===== config.mk =====
export PLATFORM = sky130hd
export DESIGN_NAME = los_irq_top
export DESIGN_NICKNAME = d
export VERILOG_FILES = /design/src/rtl/los_irq_pkg.sv /design/src/rtl/los_irq_sync.sv /design/src/rtl/los_irq_status.sv /design/src/rtl/los_irq_regs.sv /design/src/rtl/los_irq_top.sv
export SDC_FILE = /design/constraint.sdc
export NUM_CORES = 1
export LEC_CHECK = 0
export ABC_CLOCK_PERIOD_IN_PS = 2500
export CAP_MARGIN = 5
export CORE_AREA = 2 2 39 41
export CTS_CLUSTER_DIAMETER = 30
export DETAILED_ROUTE_END_ITERATION = 10
export DIE_AREA = 0 0 41 43
export HOLD_SLACK_MARGIN = 0.05
export PLACE_DENSITY_LB_ADDON = 0.12
export SETUP_SLACK_MARGIN = 0.5
export SLEW_MARGIN = 0
export SYNTH_ARGS = -nofsm -noshare
export SYNTH_HDL_FRONTEND = slang
export SYNTH_SLANG_ARGS = --single-unit

===== constraint.sdc =====
create_clock -name clk -period 2.5 [get_ports clk]
set_input_delay 0.5 -clock clk [delete_from_list [all_inputs] [get_ports clk]]
set_output_delay 0.5 -clock clk [all_outputs]
set_load 0.01 [all_outputs]

===== src/rtl/los_irq_pkg.sv =====
package los_irq_pkg;
    localparam int unsigned REG_W      = 8;
    // register offsets
    localparam int unsigned OFS_CTRL   = 0;
    localparam int unsigned OFS_BLK_EN = 1;
    localparam int unsigned OFS_STAT   = 2;
    localparam int unsigned OFS_SRC_EN = 3;
    // bit positions within the registers
    localparam int unsigned BIT_RUR    = 0;
    localparam int unsigned BIT_BLK    = 1;
    localparam int unsigned BIT_LOS    = 4;

    typedef struct packed {
        logic rur_sel;
        logic blk_en;
        logic src_en;
        logic irq;
    } ctrl_t;

    typedef struct packed {
        logic prev;
        logic status;
    } det_t;
endpackage


===== src/rtl/los_irq_sync.sv =====
module los_irq_sync #(
    parameter int unsigned STAGES = 2
) (
    input  logic clk,
    input  logic rst_n,
    input  logic d,
    output logic q
);
    logic [STAGES-1:0] chain_d, chain_q;

    always_comb begin
        chain_d[0] = d;
        for (int i = 1; i < STAGES; i++) begin
            chain_d[i] = chain_q[i-1];
        end
    end

    always_ff @(posedge clk) begin
        if (!rst_n) chain_q <= '0;
        else        chain_q <= chain_d;
    end

    assign q = chain_q[STAGES-1];

    // the first stage follows the raw input one edge later
    a_r2_first_stage: assert property (@(posedge clk) disable iff (!rst_n)
        1'b1 |=> chain_q[0] == $past(d));
endmodule


===== src/rtl/los_irq_status.sv =====
module los_irq_status
    import los_irq_pkg::*;
(
    input  logic clk,
    input  logic rst_n,
    input  logic los_sync,
    input  logic clr,
    output logic change,
    output logic status
);
    det_t st_d, st_q;

    always_comb begin
        change       = los_sync ^ st_q.prev;
        st_d.prev    = los_sync;
        // a new change outranks a clear in the same cycle
        st_d.status  = (st_q.status & ~clr) | change;
    end

    always_ff @(posedge clk) begin
        if (!rst_n) st_q <= '0;
        else        st_q <= st_d;
    end

    assign status = st_q.status;

    a_r2_change_sets: assert property (@(posedge clk) disable iff (!rst_n)
        change |=> status);
    a_r3_prev_tracks: assert property (@(posedge clk) disable iff (!rst_n)
        1'b1 |=> st_q.prev == $past(los_sync));
    a_r9_set_wins: assert property (@(posedge clk) disable iff (!rst_n)
        (change && clr) |=> status);
    a_r8_clear_takes: assert property (@(posedge clk) disable iff (!rst_n)
        (clr && !change) |=> !status);
    a_r11_hold: assert property (@(posedge clk) disable iff (!rst_n)
        (!change && !clr) |=> $stable(status));
endmodule


===== src/rtl/los_irq_regs.sv =====
module los_irq_regs
    import los_irq_pkg::*;
#(
    parameter int unsigned ADDR_W = 4
) (
    input  logic              clk,
    input  logic              rst_n,
    input  logic [ADDR_W-1:0] addr,
    input  logic              wr,
    input  logic              rd,
    input  logic [REG_W-1:0]  wdata,
    input  logic              status,
    output logic [REG_W-1:0]  rdata,
    output logic              clr,
    output logic              irq
);
    localparam logic [ADDR_W-1:0] A_CTRL = ADDR_W'(OFS_CTRL);
    localparam logic [ADDR_W-1:0] A_BLK  = ADDR_W'(OFS_BLK_EN);
    localparam logic [ADDR_W-1:0] A_STAT = ADDR_W'(OFS_STAT);
    localparam logic [ADDR_W-1:0] A_SRC  = ADDR_W'(OFS_SRC_EN);

    ctrl_t r_d, r_q;
    logic  hit_stat;
    logic  unused_wdata_bits;

    assign unused_wdata_bits = ^wdata;

    always_comb begin
        r_d      = r_q;
        hit_stat = (addr == A_STAT);
        if (wr && addr == A_CTRL) r_d.rur_sel = wdata[BIT_RUR];
        if (wr && addr == A_BLK)  r_d.blk_en  = wdata[BIT_BLK];
        if (wr && addr == A_SRC)  r_d.src_en  = wdata[BIT_LOS];
        clr      = hit_stat && (r_q.rur_sel ? rd : (wr && wdata[BIT_LOS]));
        r_d.irq  = status && r_q.src_en && r_q.blk_en;

        rdata = '0;
        unique case (addr)
            A_CTRL:  rdata[BIT_RUR] = r_q.rur_sel;
            A_BLK:   rdata[BIT_BLK] = r_q.blk_en;
            A_STAT:  rdata[BIT_LOS] = status;
            A_SRC:   rdata[BIT_LOS] = r_q.src_en;
            default: rdata = '0;
        endcase
    end

    always_ff @(posedge clk) begin
        if (!rst_n) r_q <= '0;
        else        r_q <= r_d;
    end

    assign irq = r_q.irq;

    a_r4_irq_cause: assert property (@(posedge clk) disable iff (!rst_n)
        irq |-> $past(status && r_q.src_en && r_q.blk_en));
    a_r5_src_mask: assert property (@(posedge clk) disable iff (!rst_n)
        !r_q.src_en |=> !irq);
    a_r6_blk_mask: assert property (@(posedge clk) disable iff (!rst_n)
        !r_q.blk_en |=> !irq);
    a_r7_rur_read_clears: assert property (@(posedge clk) disable iff (!rst_n)
        (r_q.rur_sel && rd && hit_stat) |-> clr);
    a_r10_ctrl_write: assert property (@(posedge clk) disable iff (!rst_n)
        (wr && addr == A_CTRL) |=> r_q.rur_sel == $past(wdata[BIT_RUR]));
endmodule


===== src/rtl/los_irq_top.sv =====
module los_irq_top
    import los_irq_pkg::*;
#(
    parameter int unsigned SYNC_STAGES = 2,
    parameter int unsigned ADDR_W      = 4
) (
    input  logic              clk,
    input  logic              rst_n,
    input  logic              los_raw,
    input  logic [ADDR_W-1:0] reg_addr,
    input  logic              reg_wr,
    input  logic              reg_rd,
    input  logic [REG_W-1:0]  reg_wdata,
    output logic [REG_W-1:0]  reg_rdata,
    output logic              irq
);
    logic los_sync;
    logic los_change;
    logic los_status;
    logic los_clr;

    los_irq_sync #(.STAGES(SYNC_STAGES)) u_sync (
        .clk   (clk),
        .rst_n (rst_n),
        .d     (los_raw),
        .q     (los_sync)
    );

    los_irq_status u_status (
        .clk      (clk),
        .rst_n    (rst_n),
        .los_sync (los_sync),
        .clr      (los_clr),
        .change   (los_change),
        .status   (los_status)
    );

    los_irq_regs #(.ADDR_W(ADDR_W)) u_regs (
        .clk    (clk),
        .rst_n  (rst_n),
        .addr   (reg_addr),
        .wr     (reg_wr),
        .rd     (reg_rd),
        .wdata  (reg_wdata),
        .status (los_status),
        .rdata  (reg_rdata),
        .clr    (los_clr),
        .irq    (irq)
    );

    // nothing is pending or requested in the cycle after reset
    a_r1_reset_quiet: assert property (@(posedge clk)
        !rst_n |=> (!irq && !los_status));
endmodule


==> out/results.tsv <==
stage	metric	value	unit
grt	first_global_vias	324	
cts	cts_max_path_buffers	2	
cells_and_area	layout-drive-gt1-share	28.4	%
pwr	switching_power	0.0628	mW
min_path	hold_path.class	flip-flop to flip-flop	
cells_and_area	diodes	0	
worst_setup_path	cp-startpoint	reg_addr[3]	
routing	wl_per_cell	10.2	um
routing	via_count	363	
place	postPlaceCellArea	557	um^2
cts	tritoncts.num_buffers	3	
cells_and_area	layout_common_cells	clkdlybuf4s50_1, dfxtp_1, buf_4, nand2_1, conb_1	
place	routabilityCongestion	0.685	
cts	cts_hold_buf	0	
timing	skew	0.00217	ns
job	maxCapViolations	0	
timing	rsz0062_at_grt	false	
min_path	hp-start	u_sync.chain_q[0]$_SDFF_PN0_	
die	rows	14	
timing	fmax	541	MHz
routing	drt_first_iter_violations	4	
cts	cts_tree	done	
logic_synthesis	synth_area	398	um^2
worst_setup_path	rr_worst_depth	3	
place	hpwl	596	um
logic_synthesis	yosys_warnings	0	
worst_setup_path	cp.arrival	1.35	ns
cells_and_area	multi_input_area	229	um^2
timing	hold_viol_final	0	
cts	htreeDepth	1	
pwr	power	0.274	mW
cells_and_area	final_area	608	um^2
die	start_util	28.8	%
pwr	cellPowerDensity	451	mW/mm^2
cts	path_clk_slew	0.05	ns
worst_setup_path	path_class	primary input to output port	
die	die_x	41	um
grt	grt_pass1_wl	1.35	mm
place	pre_cts_ws	-0.152	ns
cts	ctsRootBufferMaster	clkbuf_4	
timing	period_share	73.9	%
cells_and_area	areaGrowthSynthToFinish	52.8	%
worst_setup_path	r2r_start	u_regs.r_q[3]$_SDFFE_PN0P_	
cells_and_area	fin_nets	86	
grt	grt_remaining_overflow	0	
outcome	status	completed	
pwr	swShare	22.9	%
pwr	clockPowerShare	35.3	%
grt	grt_usage	12.1	%
place	dpl.cell_count	75	
timing	slew_viol_final	0	
cells_and_area	utilization	43.9	%
cells_and_area	ff_latch_area	160	um^2
routing	vias_per_cell	4.37	
die	die_h	43	um
worst_setup_path	crit_required	2.00	ns
min_path	min_path_cells	1	
timing	setup_viol	0	
pwr	p_seq_share	48.7	%
logic_synthesis	ys_seq_elements	8	
worst_setup_path	crit_fanout	4	
routing	dr.pass1.iters	4	
cells_and_area	stdcell_count	83	
pwr	p_leak	0.271	nW
routing	ant_nets	0	
grt	grt_max_degree	12	
cells_and_area	nFillCells	156	
logic_synthesis	synth.distinct_cells	23	
worst_setup_path	cp-start-kind	primary input	
timing	finalCriticalPeriod	1.85	ns
timing	fin_ws	0.652	ns
grt	antenna_found_initial	0	
cts	insertion_delay	0.25	ns
worst_setup_path	crit_chain	clkbuf_2 -> or3b_4 -> nor3b_2 -> buf_2	
worst_setup_path	critical-path-max-stage-delay	0.41	ns
routing	drc	0	
worst_setup_path	crit_slowest_cell	or3b_4	
routing	postRouteWirelength	843	um
die	boundaryPins	26	
pwr	p_int	0.211	mW
logic_synthesis	avgSynthCellArea	9.04	um^2
logic_synthesis	synthCells	44	
pwr	max-vdd-ir-drop	315	uV
place	io_buffers	15	
cts	clkSinkCount	8	
logic_synthesis	yosysSeqAreaShare	40.3	%
die	core-area	0.00138	mm^2
worst_setup_path	end_kind	output port	
pwr	comb_power_share	16.0	%
die	dieArea	0.00176	mm^2
[cells by family after synthesis]
group | share of synthesized area (%)
simple gates | 30.2
flops | 40.3
compound gates | 11.0
buf+inv | 10.4
mux | 5.03
xor+xnor | 2.20
other cells | 0.942
[area by class of cell]
type / instances / share of cell area [%]
flip-flops and latches: 8 / 26.3
repair buffers: 22 / 29.0
clock buffers: 3 / 3.70
well taps: 16 / 3.29
multi-input cells: 34 / 37.7
[flip-flops by register name (all words and copies together), names as in the netlist]
| register | count |
|---|---|
| u_sync.chain_q | 2 |
| u_regs.r_q | 3 |
| u_regs.irq | 1 |
| u_status.status | 1 |
| u_status.st_q | 1 |
[what timing repair did]
item                       4_1_cts  5_1_grt
setup endpoints to repair        3        3
pin swaps                        1        2
resized for setup               16        8
setup buffers                    5        0
[worst paths after layout]
path | to | slack [ns]
worst max-delay path | reg_rdata[1] | 0.65
worst min-delay path | u_sync.chain_q[1]$_SDFF_PN0_ | 0.43
worst min register to register | u_sync.chain_q[1]$_SDFF_PN0_ | 0.43
worst max register to register | u_status.status$_SDFF_PN0_ | 1.55
[metrics by stage]
step	TNS, ns	hold WS [ns]
finish	0	0.431
global placement	-0.379	0.413
floorplan	0	0.412
CTS	0	0.433
detailed placement	-0.345	0.420
global route	0	0.449
[per-layer routing]
layer | vias to the layer above | wire length, um | global-route usage [%]
met5 | - | 0 | 0
met4 | 0 | 0 | 4.00
met3 | 0 | 56 | 7.85
met2 | 13 | 422 | 17.5
met1 | 159 | 365 | 13.9
li1 | 191 | - | -
[power by group through the flow]
stage               logic (mW)  registers (mW)  clock network (mW)
global placement        0.0404           0.136                   0
floorplan               0.0218           0.136                   0
finish                  0.0438           0.134              0.0968
CTS                     0.0445           0.133               0.104
global route            0.0486           0.134               0.109
detailed placement      0.0402           0.136                   0
[Yosys cell counts, drive strengths merged]
cell,count,area (um^2)
nand2,6,22.5
clkbuf,1,3.75
o31ai,1,7.51
dfxtp,8,160
o31a,1,8.76
xor2,1,8.76
a21oi,1,5.00
buf,5,37.5
mux2i,2,20.0
a22oi,1,7.51
nor4,1,6.26
conb,1,3.75
nor3b,2,15.0
o211ai,1,7.51
nor2b,1,6.26
nand3,1,5.00
and4,1,8.76
and3b,2,17.5
nor3,1,5.00
nand2b,1,6.26
and2,3,18.8
o21a,1,7.51
or3b,1,8.76
[critical path, delay by kind of cell]
family        cells  cell delay, ns
buf+inv           2            0.27
simple gates      2            0.58
No activity file was read; power rests on OpenSTA's default activity.
